<file path="src/rtl/pic_pkg.sv">
package pic_pkg;
  localparam int unsigned VEC_W = 5;
  typedef logic [VEC_W-1:0] vec_t;

  typedef struct packed {
    logic sei;
    logic cli;
    logic reti;
    logic ack;
    logic instr_done;
  } core_evt_t;
endpackage

</file>
<file path="src/rtl/pic_gie_ctrl.sv">
module pic_gie_ctrl
  import pic_pkg::*;
(
  input  logic      clk,
  input  logic      rst_n,
  input  core_evt_t ev,
  output logic      gie_q,
  output logic      gie_n,
  output logic      hold_n
);
  logic hold_q;

  // Clearing wins over everything, acceptance wins over setting.
  always_comb begin
    gie_n = gie_q;
    if (ev.cli)                 gie_n = 1'b0;
    else if (ev.ack)            gie_n = 1'b0;
    else if (ev.sei || ev.reti) gie_n = 1'b1;
  end

  // One-instruction guard: armed by set/return, released by a later boundary.
  always_comb begin
    hold_n = hold_q;
    if (ev.sei || ev.reti)  hold_n = 1'b1;
    else if (ev.instr_done) hold_n = 1'b0;
  end

  always_ff @(posedge clk) begin
    if (!rst_n) begin
      gie_q  <= 1'b0;
      hold_q <= 1'b0;
    end else begin
      gie_q  <= gie_n;
      hold_q <= hold_n;
    end
  end
endmodule

</file>
<file path="src/rtl/pic_src_bank.sv">
module pic_src_bank
  import pic_pkg::*;
#(
  parameter int unsigned NUM_EVT = 8,
  parameter int unsigned NUM_LVL = 4,
  localparam int unsigned NSRC = NUM_EVT + NUM_LVL
) (
  input  logic               clk,
  input  logic               rst_n,
  input  logic [NUM_EVT-1:0] evt,
  input  logic               en_we,
  input  logic [NSRC-1:0]    en_wdata,
  input  logic               clr_we,
  input  logic [NUM_EVT-1:0] clr_bits,
  input  logic               ack,
  input  vec_t               ack_vec,
  output logic [NUM_EVT-1:0] flag_q,
  output logic [NUM_EVT-1:0] flag_n,
  output logic [NSRC-1:0]    en_q,
  output logic [NSRC-1:0]    en_n
);
  genvar g;
  generate
    for (g = 0; g < NUM_EVT; g++) begin : g_flag
      logic hw_clr;
      logic sw_clr;
      assign hw_clr = ack && (ack_vec == VEC_W'(g));
      assign sw_clr = clr_we && clr_bits[g];
      // A fresh event beats any clear in the same cycle.
      assign flag_n[g] = evt[g] | (flag_q[g] & ~hw_clr & ~sw_clr);
    end
  endgenerate

  assign en_n = en_we ? en_wdata : en_q;

  always_ff @(posedge clk) begin
    if (!rst_n) begin
      flag_q <= '0;
      en_q   <= '0;
    end else begin
      flag_q <= flag_n;
      en_q   <= en_n;
    end
  end
endmodule

</file>
<file path="src/rtl/pic_prio_enc.sv">
module pic_prio_enc
  import pic_pkg::*;
#(
  parameter int unsigned NSRC = 12
) (
  input  logic [NSRC-1:0] pend,
  output logic            any,
  output vec_t            idx
);
  // Scan from the top down so the lowest pending index is kept last.
  always_comb begin
    idx = '0;
    for (int i = NSRC - 1; i >= 0; i--) begin
      if (pend[i]) idx = VEC_W'(i);
    end
  end

  assign any = |pend;
endmodule

</file>
<file path="src/rtl/pic_ctrl.sv">
module pic_ctrl
  import pic_pkg::*;
#(
  parameter int unsigned NUM_EVT = 8,
  parameter int unsigned NUM_LVL = 4,
  localparam int unsigned NSRC = NUM_EVT + NUM_LVL
) (
  input  logic               clk,
  input  logic               rst_n,
  input  logic [NUM_EVT-1:0] evt_i,
  input  logic [NUM_LVL-1:0] lvl_i,
  input  logic               en_we_i,
  input  logic [NSRC-1:0]    en_wdata_i,
  input  logic               flag_clr_we_i,
  input  logic [NUM_EVT-1:0] flag_clr_i,
  input  logic               sei_i,
  input  logic               cli_i,
  input  logic               reti_i,
  input  logic               instr_done_i,
  input  logic               ack_i,
  output logic               irq_req_o,
  output logic [VEC_W-1:0]   irq_vec_o,
  output logic               gie_o,
  output logic [NUM_EVT-1:0] flags_o,
  output logic [NSRC-1:0]    en_o
);
  core_evt_t          ev;
  logic               gie_q, gie_n, hold_n;
  logic [NUM_EVT-1:0] flag_q, flag_n;
  logic [NSRC-1:0]    en_q, en_n;
  logic [NSRC-1:0]    pend_n;
  logic               any_n;
  vec_t               idx_n;
  logic               req_q;
  vec_t               vec_q;

  assign ev = '{sei: sei_i, cli: cli_i, reti: reti_i, ack: ack_i,
                instr_done: instr_done_i};

  pic_gie_ctrl u_gie (
    .clk    (clk),
    .rst_n  (rst_n),
    .ev     (ev),
    .gie_q  (gie_q),
    .gie_n  (gie_n),
    .hold_n (hold_n)
  );

  pic_src_bank #(.NUM_EVT(NUM_EVT), .NUM_LVL(NUM_LVL)) u_bank (
    .clk      (clk),
    .rst_n    (rst_n),
    .evt      (evt_i),
    .en_we    (en_we_i),
    .en_wdata (en_wdata_i),
    .clr_we   (flag_clr_we_i),
    .clr_bits (flag_clr_i),
    .ack      (ack_i),
    .ack_vec  (vec_q),
    .flag_q   (flag_q),
    .flag_n   (flag_n),
    .en_q     (en_q),
    .en_n     (en_n)
  );

  // Event sources occupy the low vectors, level sources follow them.
  assign pend_n = {lvl_i & en_n[NSRC-1:NUM_EVT], flag_n & en_n[NUM_EVT-1:0]};

  pic_prio_enc #(.NSRC(NSRC)) u_enc (
    .pend (pend_n),
    .any  (any_n),
    .idx  (idx_n)
  );

  always_ff @(posedge clk) begin
    if (!rst_n) begin
      req_q <= 1'b0;
      vec_q <= '0;
    end else begin
      req_q <= gie_n && !hold_n && any_n;
      vec_q <= idx_n;
    end
  end

  assign irq_req_o = req_q;
  assign irq_vec_o = vec_q;
  assign gie_o     = gie_q;
  assign flags_o   = flag_q;
  assign en_o      = en_q;
endmodule

</file>
<file path="config.mk">
export PLATFORM = sky130hd
export DESIGN_NAME = pic_ctrl
export DESIGN_NICKNAME = d
export VERILOG_FILES = /design/src/rtl/pic_pkg.sv /design/src/rtl/pic_gie_ctrl.sv /design/src/rtl/pic_src_bank.sv /design/src/rtl/pic_prio_enc.sv /design/src/rtl/pic_ctrl.sv
export SDC_FILE = /design/constraint.sdc
export NUM_CORES = 1
export LEC_CHECK = 0
export ABC_CLOCK_PERIOD_IN_PS = 2600
export BUFFER_PORTS_ARGS = -buffer_cell sky130_fd_sc_hd__clkbuf_2
export CELL_PAD_IN_SITES_DETAIL_PLACEMENT = 0
export CELL_PAD_IN_SITES_GLOBAL_PLACEMENT = 1
export CORE_ASPECT_RATIO = 0.9
export CORE_MARGIN = 2
export CORE_UTILIZATION = 30
export CTS_BUF_LIST = sky130_fd_sc_hd__clkbuf_8
export DETAILED_ROUTE_END_ITERATION = 10
export HOLD_SLACK_MARGIN = 0.05
export PLACE_DENSITY_LB_ADDON = 0.1
export SKIP_CTS_REPAIR_TIMING = 1
export SYNTH_ARGS = -nofsm -noshare
export SYNTH_HDL_FRONTEND = slang
export SYNTH_SLANG_ARGS = --single-unit
</file>
<file path="constraint.sdc">
create_clock -name clk -period 2.6 [get_ports clk]
set_input_delay 0.39 -clock clk [delete_from_list [all_inputs] [get_ports clk]]
set_output_delay 0.39 -clock clk [all_outputs]
set_load 0.005 [all_outputs]
</file>
# [After elaboration in Yosys (flattened, before gate mapping)]
# Index checks and enable logic that the tools add are counted.
[totals] inputBits=41 regBits=28 word_cells=104 out_inout_bits=27
[op_classes] reduce_logical=27 muxes=17 bitwise_logic=43 eq_ne=7
[ops] op="12-bit OR reduction" n=2
[ops] op="5-bit by 3-bit equality test with 1-bit output, second input constant" n=4
[ops] op="1-bit logical AND" n=18
[ops] op="1-bit NOT" n=17
[ops] op="1-bit AND" n=16
[ops] op="4-bit two-way mux" n=4
[ops] op="12-bit two-way mux" n=1
[ops] op="3-bit two-way mux" n=4
[ops] op="5-bit by 2-bit equality test with 1-bit output, second input constant" n=2
[ops] op="9-bit OR reduction" n=1
[ops] op="8-bit AND" n=1
[ops] op="1-bit bitwise OR" n=8
[ops] op="1-bit two-way mux" n=6
[ops] op="5-bit by 1-bit equality test with 1-bit output, second input constant" n=1
[ops] op="5-bit zero test" n=1
[ops] op="5-bit OR reduction" n=1
[ops] op="4-bit AND" n=1
[ops] op="2-bit two-way mux" n=2
[ops] op="3-bit OR reduction" n=1
[ops] op="2-bit OR reduction" n=1
[ops] op="1-bit zero test" n=1
[ops] op="1-bit logical OR" n=1

# [Depth between registers and ports, before layout]
# Gate-level depths: netlist of run 1.
[depth] ltp_word=14 depth_mapped=6 depth_no_buf=5

# [By module]
# A second synthesis of run 1 with hierarchy kept.
[unflattened] hier_cells=148 hier_area_um2=1498.9
[modules_own_cells] mod="pic_src_bank" n_inst=1 cells_per_inst=91 area_per_inst_um2=1017.2 seq_area_each_um2=400.4
[modules_own_cells] mod="pic_ctrl" n_inst=1 cells_per_inst=24 area_per_inst_um2=242.7 seq_area_each_um2=120.1
[modules_own_cells] mod="pic_prio_enc" n_inst=1 cells_per_inst=24 area_per_inst_um2=140.1 seq_area_each_um2=0.0
[modules_own_cells] mod="pic_gie_ctrl" n_inst=1 cells_per_inst=9 area_per_inst_um2=98.8 seq_area_each_um2=40.0

# [Worst setup path after synthesis of run 1]
# OpenSTA, ideal clock, no wires.
[synth_timing] path_type="input to register" start="input port en_we_i" end="register req_q, in the netlist irq_req_o" n_path_buf=1 t_required_ns=2.460 slack_ns=0.941 setup_ns=0.140 t_arrival_ns=1.520 cell_stages=6 cell_sequence="buf_2 > mux2i_1 > a2bb2oi_1 > nand3b_1 > nor4_1 > a211oi_1"
[synth_between] elab_chain_cells=4 elab_cells_between_ends=5 cone_classes="1 x mux; 2 x bitwise; 2 x reduce/logical"
[synth_lines] item="from (decl)" line_no="pic_ctrl.sv:12" rtl="input logic en_we_i,"
[synth_lines] item="12-bit two-way mux (*)" line_no="pic_src_bank.sv:34" rtl="assign en_n = en_we ? en_wdata : en_q;"
[synth_lines] item="8-bit AND / 4-bit AND (equally long branches)" line_no="pic_ctrl.sv:66" rtl="assign pend_n = {lvl_i & en_n[NSRC-1:NUM_EVT], flag_n & en_n[NUM_EVT-1:0]};"
[synth_lines] item="12-bit OR reduction (*)" line_no="pic_prio_enc.sv:18" rtl="assign any = |pend;"
[synth_lines] item="1-bit logical AND (*)" line_no="pic_ctrl.sv:79" rtl="req_q <= gie_n && !hold_n && any_n;"
[synth_lines] item="to (signal assigned)" line_no="pic_ctrl.sv:79"
[synth_lines] item="to (decl)" line_no="pic_ctrl.sv:34" rtl="logic req_q;"
# Every way passes the cells marked *; elsewhere a longest branch is shown, timed or not.
# A chain may end at the register's enable or synchronous reset.

# [Final worst setup path of run 1]
[layout_timing] start="register vec_q[0], in the netlist irq_vec_o[0]" end="register req_q, in the netlist irq_req_o"
[layout_between] elab_chain_cells=9 elab_cells_between_ends=51 cone_classes="7 x eq/ne; 33 x bitwise; 11 x reduce/logical"
[layout_lines] item="from (decl)" line_no="pic_ctrl.sv:35" rtl="vec_t vec_q;"
[layout_lines] item="from (signal assigned)" line_no="pic_ctrl.sv:80" rtl="vec_q <= idx_n;"
[layout_lines] item="5-bit by 1-bit equality test with 1-bit output (tied with other cells)" line_no="pic_src_bank.sv:27" rtl="assign hw_clr = ack && (ack_vec == VEC_W'(g));"
[layout_lines] item="1-bit logical AND" line_no="pic_src_bank.sv:27"
[layout_lines] item="1-bit NOT" line_no="pic_src_bank.sv:30" rtl="assign flag_n[g] = evt[g] | (flag_q[g] & ~hw_clr & ~sw_clr);"
[layout_lines] item="1-bit AND (2 in series)" line_no="pic_src_bank.sv:30"
[layout_lines] item="1-bit bitwise OR" line_no="pic_src_bank.sv:30"
[layout_lines] item="8-bit AND (*)" line_no="pic_ctrl.sv:66"
[layout_lines] item="12-bit OR reduction (*)" line_no="pic_prio_enc.sv:18"
[layout_lines] item="1-bit logical AND (*)" line_no="pic_ctrl.sv:79"
# Marks and branches as above.

==> out/results.ini, run 1 <==
[outcome]
status = complete, no violations

[drt]
drtIter0Drc = 42
first_pass_iters = 4
drt-met1-wl_um = 1550
vias_per_cell = 4.91
wl_met2_um = 1550
drc = 0
met3_length_um = 217
ant_nets = 0
wirelength_um = 3340
wire_per_inst_um = 13.8
vias = 1189
routed.top_layer = met4

[worst_setup_path]
reg2reg_from = irq_vec_o[0]
worstSetupStartpoint = irq_vec_o[0]
path_class = register to register
worstRegToRegCells = 5
path_max_fanout = 5
cp.arrival_ns = 1.98
end_kind = register
crit_path_start_kind = register
cp_data_required_time_ns = 2.74

[placement]
place_congestion = 0.734
dpl_cell_area_sq_um = 1660
place_ws_ns = 0.578
place_hpwl_um = 2710
numPortBuffers = 66
dpl.cell_count = 238

[sta]
worst_pin_slew_ns = 0.491
holdWs_ns = 0.414
finClkSkew_ns = 0.00211
finalCritPeriodShare_pct = 70.6
slew_headroom_pct = 66.9
setup_violations = 0
setup_tns_ns = 0
final.setup.worst_slack_ns = 0.764
fin_crit_ns = 1.84
report.final.slew_viol_count = 0
max_freq_ghz = 0.545
finalHoldViolations = 0
rsz0062_at_grt = false

[flow_run]
cap_violations = 0

[layout]
syn_to_final_growth_pct = 32.3
final_core_util_pct = 41.5
drive_gt1_share_pct = 46.9
final_common_cell = clkbuf_2
final_cell_mix = clkbuf_2 (66), dfxtp_1 (27), and2_1 (9)
fin_area_sq_um = 1700
fill_cells = 420
final_cell_count_no_fill = 242
num_antenna_cells = 0
final_nets = 236

[die]
die_w_um = 73.0
core_area_sq_um = 4100
die_h_um = 66.1
io_pins = 68
initial_core_util_pct = 31.3
die_area_sq_um = 4820
rows = 22

[clock_network]
clock_sinks = 27
numCtsBuffers = 3
clock-root-buffer = clkbuf_8
h-tree-depth = 1
clk_pin_slew_ns = 0.09
cts_tree = done
clk_path_buf_depth = 2
clock_latency_ns = 0.27

[worst_hold_path]
hold_start = en_wdata_i[8]
hold_path_class = input pin to register
holdPathStages = 3

[power_and_ir_drop]
irDropWorstVdd_mv = 0.287
finalPower_mw = 0.888
p_per_area_nw_per_um2 = 522
p_leak_nw = 0.795

[yosys]
syn_nets = 169
synth-edff-count = 0
ys_types = 36
synth_warnings = 0
syn_area_per_cell_sq_um = 10.0
synth_ff_type = dfxtp_1
ys_seq_area_share_pct = 42.1
async_flop_share_pct = 0
ys_seq_elements = 27
synth_cells = 128
syn_area_sq_um = 1280

[global_route]
first_global_vias = 1211
grt_use_total_pct = 14.9
antenna_found_initial = 0
grt-ovfl-total = 0
grt_pass1_wl_um = 5550
grt_start_max_net_pins = 24

layout make-up:
class / count / area [sq um] / area share, %
Sequential cell: 27 / 541 / 31.8
Timing Repair Buffer: 66 / 330 / 19.4
Clock inverter: 1 / 3.75 / 0.221
Inverter: 4 / 15.0 / 0.883
Clock buffer: 3 / 41.3 / 2.43
Tap cell: 48 / 60.1 / 3.53
Multi-Input combinational cell: 93 / 709 / 41.7
worst paths after layout:
| check | slack [ns] | to |
|---|---|---|
| min | 0.41 | u_bank.en_q[8] |
| max reg2reg | 0.76 | irq_req_o |
| min reg2reg | 0.57 | u_bank.en_q[8] |
| max | 0.76 | irq_req_o |
cells in the mapped netlist (2+ instances only):
library cell	instances	area (sq um)
inv_1	4	15.0
o221ai_2	2	30.0
o221ai_1	4	35.0
mux2_2	8	90.1
and2_1	9	56.3
mux2i_1	4	40.0
o211ai_1	2	15.0
o221a_2	5	56.3
nand3b_1	6	45.0
a211oi_1	2	15.0
o21ai_0	2	10.0
or3b_2	4	35.0
clkbuf_1	2	7.51
a311oi_1	2	17.5
nor2_1	6	22.5
o22ai_1	3	18.8
nand2_1	4	15.0
a21boi_0	8	60.1
dfxtp_1	27	541
nor2b_1	8	50.1
state kept, by name (all words and copies together) (netlist names):
name           count
u_bank.en_q       12
irq_req_o          1
irq_vec_o          4
u_gie.hold_q       1
u_bank.flag_q      8
u_gie.gie_q        1
kinds of logic after synthesis:
kind of cell	after synthesis	share of synthesized area (%)
other	1	0.292
flip-flops	27	42.1
multiplexers	12	10.1
AO/OA/AOI/OAI	34	22.4
buffers and inverters	8	2.73
AND/OR/NAND/NOR	46	22.4
per-layer routing:
layer	global-route usage, %	vias to the layer above
li1	-	609
met1	18.7	532
met2	25.7	46
met3	3.96	2
met4	2.78	0
met5	0	-
report_power, final:
part	switching (mW)	leakage (nW)	internal, mW
clock	0.127	0.0269	0.106
combinational	0.0906	0.545	0.102
sequential	0.0204	0.224	0.442
critical path: stages (launching register included):
cell      delay [ns]
dfxtp_1         0.41
or3b_2          0.50
o221ai_1        0.32
nand2_1         0.13
nor4_1          0.25
a211oi_1        0.10
No activity file was read; power rests on OpenSTA's default activity.
==> run 2: changes to the inputs <==
- ABC_CLOCK_PERIOD_IN_PS: 2600 -> 1700
- clock period: 2.6 -> 1.7 ns (I/O delays scaled with it)
==> run 2 against run 1 <==
Net effect:
- die area unchanged
- power up 61%
- wire length up 3.2%
- highest routed layer unchanged
==> out/results.ini, run 2 (synthesis gave the netlist of run 1 again) <==
[outcome]
status = complete, no violations

[placement]
place_congestion = 0.748  ; +1.9%
dpl_cell_area_sq_um = 1740  ; +5.0%
place_ws_ns = -0.0758  ; -0.654 ns
dpl.cell_count = 249  ; +4.6%
place_hpwl_um = 2900  ; +6.9%
numPortBuffers = 66  ; unchanged

[drt]
vias_per_cell = 4.94  ; +0.64%
drc = 0  ; unchanged
wire_per_inst_um = 13.6  ; -1.3%
vias = 1251  ; +5.2%
ant_nets = 0  ; unchanged
first_pass_iters = 4  ; unchanged
wirelength_um = 3450  ; +3.2%
drtIter0Drc = 22  ; -48%

[worst_setup_path]
reg2reg_from = irq_vec_o[1]
crit_family = simple AND/OR/NAND/NOR gates
crit_cells = 5  ; unchanged
endpoint = irq_vec_o[1]
path_class = register to register
r2r_slack_ns = 0.05  ; -0.72 ns
path_max_fanout = 6  ; +1
slowest_delay_ns = 0.56  ; +0.06 ns
r2r-end = irq_vec_o[1]
worstRegToRegCells = 5  ; unchanged
critPathSlowestCell = or4b_4
cp.arrival_ns = 1.84  ; -0.14 ns
cp_data_required_time_ns = 1.88  ; -0.86 ns
crit_path_start_kind = register
end_kind = register
crit_buf_inv = 0  ; unchanged
path_cells = or4b_4 > o221ai_4 > nand2_2 > o21bai_1 > a311oi_1
worstSetupStartpoint = irq_vec_o[1]

[layout]
fin_area_sq_um = 1860  ; +9.5%
final_cell_count_no_fill = 253  ; +4.5%
fill_cells = 426  ; +1.4%
top_register = u_bank.en_q
multi_input_area_sq_um = 785  ; +11%
drive_gt1_share_pct = 53.7  ; +6.8 points
seqCellArea_sq_um = 544  ; +0.69%
num_antenna_cells = 0  ; unchanged
final_core_util_pct = 45.4  ; +3.9 points
final_cell_mix = clkbuf_2 (66), dfxtp_1 (24), buf_4 (11)
final_common_cell = clkbuf_2
syn_to_final_growth_pct = 44.9
final_nets = 247  ; +4.7%
largest_reg_flops = 12  ; unchanged

[power_and_ir_drop]
finalPower_mw = 1.43  ; +61%
p_leak_nw = 0.861  ; +8.2%
p_per_area_nw_per_um2 = 767  ; +47%
irDropWorstVdd_mv = 0.270  ; -5.8%

[clock_network]
numCtsBuffers = 3  ; unchanged
clk_pin_slew_ns = 0.09  ; about the same
clock_sinks = 27  ; unchanged
cts_tree = done
clock-root-buffer = clkbuf_8
clk_path_buf_depth = 2  ; unchanged
clock_latency_ns = 0.27  ; about the same
h-tree-depth = 1  ; unchanged

[die]
io_pins = 68  ; unchanged
initial_core_util_pct = 31.3  ; unchanged
die_h_um = 66.1  ; unchanged
core_area_sq_um = 4100  ; unchanged
die_w_um = 73.0  ; unchanged
rows = 22  ; unchanged
die_area_sq_um = 4820  ; unchanged

[sta]
max_freq_ghz = 0.604  ; +11%
fin_crit_ns = 1.65  ; -0.182 ns
setup_violations = 0  ; unchanged
report.final.slew_viol_count = 0  ; unchanged
finClkSkew_ns = 0.00293  ; +0.000823 ns
rsz0062_at_grt = true
finalHoldViolations = 0  ; unchanged
final.setup.worst_slack_ns = 0.0456  ; -0.718 ns
finalCritPeriodShare_pct = 97.3  ; +27 points

[global_route]
grt-ovfl-total = 0  ; unchanged
grt_use_total_pct = 15.4  ; +0.46 points
first_global_vias = 1295  ; +6.9%
antenna_found_initial = 0  ; unchanged
grt_start_max_net_pins = 15  ; -38%
grt_pass1_wl_um = 5700  ; +2.7%

[worst_hold_path]
hold_start = en_wdata_i[8]
hold_path_class = input pin to register

[flow_run]
cap_violations = 0  ; unchanged

## run 2: layout make-up
cell class | instances | share of cell area, %
tap | 48 | 3.23
clock inverter | 1 | 0.202
sequential | 27 | 29.2
multi-input combinational | 93 | 42.1
clock buffer | 3 | 2.22
timing repair buffer | 77 | 22.2
inverter | 4 | 0.806
## run 2: how the worst min path moves through the flow
stage	cells past startpoint	end	slack (ns)
after floorplan	1	u_bank.en_q[0]	0.38
after global placement	2	u_bank.en_q[1]	0.54
after detailed placement	2	u_bank.en_q[8]	0.55
after CTS	2	u_bank.flag_q[2]	0.28
after global routing	2	u_bank.flag_q[7]	0.30
final	3	u_bank.en_q[8]	0.29
## run 2: worst min-delay path, cell delays in order
cell and delay, ns:
clkbuf_2 0.08, mux2i_1 0.08, nor2b_1 0.11
## run 2: routing by layer
metal  wire, um  GRT usage (%)
met4         23           5.32
met1       1540           19.1
met2       1710           26.6
met5          0              0
met3        175           2.74
## run 2: where the power goes
group / internal (mW) / switching [mW]
registers: 0.678 / 0.0259
clock network: 0.162 / 0.198
logic: 0.196 / 0.168
## run 2: through the flow
stage,TNS (ns),hold slack (ns)
after global placement,-0.0881,0.541
final,0,0.285
after CTS,-0.230,0.283
after global routing,-0.0619,0.300
after detailed placement,-0.207,0.546
after floorplan,0,0.383
==> run 3: changes to the inputs <==
- PLACE_DENSITY: unset -> 0.75
- PLACE_DENSITY_LB_ADDON: 0.1 -> unset
==> run 3 against run 2 <==
Net effect:
- register-to-register slack improved by 0.02 ns
- fmax increased by 0.92%
- power increased by 2.2%
- final area increased by 2.7%
- wire length increased by 4.5%
- critical path depth unchanged
==> out/results.ini, run 3 (synthesis gave the netlist of run 1 again) <==
[global_route]
grt_pass1_wl_um = 5690  ; -0.25%
grt-ovfl-total = 0  ; unchanged
antenna_found_initial = 0  ; unchanged
grt_use_total_pct = 15.3  ; -0.069 points
grt_start_max_net_pins = 15  ; unchanged
first_global_vias = 1266  ; -2.2%

[placement]
numPortBuffers = 66  ; unchanged
place_congestion = 0.754  ; +0.86%
place_hpwl_um = 2830  ; -2.4%

[die]
die_h_um = 66.1  ; unchanged
die_area_sq_um = 4820  ; unchanged
rows = 22  ; unchanged
initial_core_util_pct = 31.3  ; unchanged
core_area_sq_um = 4100  ; unchanged
die_w_um = 73.0  ; unchanged
io_pins = 68  ; unchanged

[drt]
ant_nets = 0  ; unchanged
vias = 1249  ; -0.16%
wire_per_inst_um = 13.9  ; +2.1%
first_pass_iters = 4  ; unchanged
wirelength_um = 3600  ; +4.5%
drtIter0Drc = 44  ; +100%
vias_per_cell = 4.82  ; -2.5%
drc = 0  ; unchanged

[worst_setup_path]
critPathSlowestCell = or4b_4
path_class = register to register
reg2reg_from = irq_vec_o[1]
cp_data_required_time_ns = 1.89  ; about the same
r2r_slack_ns = 0.06  ; +0.02 ns
crit_family = simple AND/OR/NAND/NOR gates
worstRegToRegCells = 5  ; unchanged
crit_buf_inv = 0  ; unchanged
slowest_delay_ns = 0.57  ; about the same
r2r-end = irq_vec_o[1]
crit_path_start_kind = register
path_max_fanout = 5  ; -1
end_kind = register
path_cells = or4b_4 > o221ai_4 > nand2_2 > o21bai_1 > a311oi_1
cp.arrival_ns = 1.83  ; about the same

[layout]
final_common_cell = clkbuf_2
syn_to_final_growth_pct = 48.8
final_core_util_pct = 46.6  ; +1.2 points
largest_reg_flops = 12  ; unchanged
drive_gt1_share_pct = 56.4  ; +2.7 points
num_antenna_cells = 0  ; unchanged
final_nets = 253  ; +2.4%
top_register = u_bank.en_q
final_cell_mix = clkbuf_2 (66), dfxtp_1 (23), buf_4 (17)

[outcome]
status = complete, no violations

[worst_hold_path]
holdPathStages = 3  ; unchanged
hold_path_class = input pin to register
holdPathEnd = u_bank.en_q[8]
hold_start = en_wdata_i[8]

[power_and_ir_drop]
irDropWorstVdd_mv = 0.264  ; -2.2%
p_per_area_nw_per_um2 = 763  ; -0.44%
p_leak_nw = 0.894  ; +3.8%
finalPower_mw = 1.46  ; +2.2%

[sta]
finClkSkew_ns = 0.00169  ; -0.00124 ns
worst_pin_slew_ns = 0.529
finalCritPeriodShare_pct = 96.4  ; -0.88 points
max_freq_ghz = 0.610  ; +0.92%
slew_headroom_pct = 64.4
fin_crit_ns = 1.64  ; -0.0150 ns
report.final.slew_viol_count = 0  ; unchanged
rsz0062_at_grt = true
setup_violations = 0  ; unchanged
finalHoldViolations = 0  ; unchanged

[clock_network]
cts_tree = done
clock_latency_ns = 0.28  ; about the same
clock_sinks = 27  ; unchanged
h-tree-depth = 1  ; unchanged
clk_pin_slew_ns = 0.09  ; about the same
clk_path_buf_depth = 2  ; unchanged
numCtsBuffers = 3  ; unchanged
clock-root-buffer = clkbuf_8

[flow_run]
cap_violations = 0  ; unchanged

[run 3: metal layers]
metal	up-vias	GRT usage [%]	wire (um)
met2	42	25.1	1630
met5	-	0	0
met1	563	19.9	1760
met4	0	6.94	35
li1	641	-	-
met3	3	1.98	173
[run 3: how the worst max path moves through the flow]
stage                 start           end  slack (ns)  cells past startpoint
6_report       irq_vec_o[1]  irq_vec_o[1]        0.06                      5
5_1_grt        irq_vec_o[1]  irq_vec_o[1]       -0.02                      5
4_1_cts        irq_vec_o[3]     irq_req_o       -0.11                      5
3_5_place_dp   irq_vec_o[3]     irq_req_o       -0.08                      5
3_3_place_gp   irq_vec_o[3]     irq_req_o       -0.07                      5
2_1_floorplan  irq_vec_o[0]     irq_req_o        0.08                      5
[run 3: power by group]
group          switching, mW  internal, mW  total [mW]
Sequential            0.0270         0.679       0.706
Combinational          0.175         0.207       0.382
Clock                  0.209         0.163       0.371
[run 3: cell type report]
type	instances	area [sq um]
Clock buffer	3	41.3
Tap cell	48	60.1
Timing Repair Buffer	83	458
Fill cell	418	2190
Inverter	4	15.0
Multi-Input combinational cell	93	788
Clock inverter	1	3.75
Sequential cell	27	546
[run 3: stage by stage]
step	hold slack (ns)	cells	setup TNS (ns)	setup slack, ns	instance area (sq um)
after floorplan	0.383	128	0	0.0751	1280
after global placement	0.529	255	-0.211	-0.0737	1780
after detailed placement	0.537	255	-0.289	-0.0778	1780
after CTS	0.267	259	-0.348	-0.112	1830
after global routing	0.286	259	-0.0681	-0.0235	1910
final	0.264	259	0	0.0606	1910
[run 3: worst min-delay path: stages]
cell and delay [ns]:
clkbuf_2 0.08, mux2i_1 0.07, nor2b_1 0.11
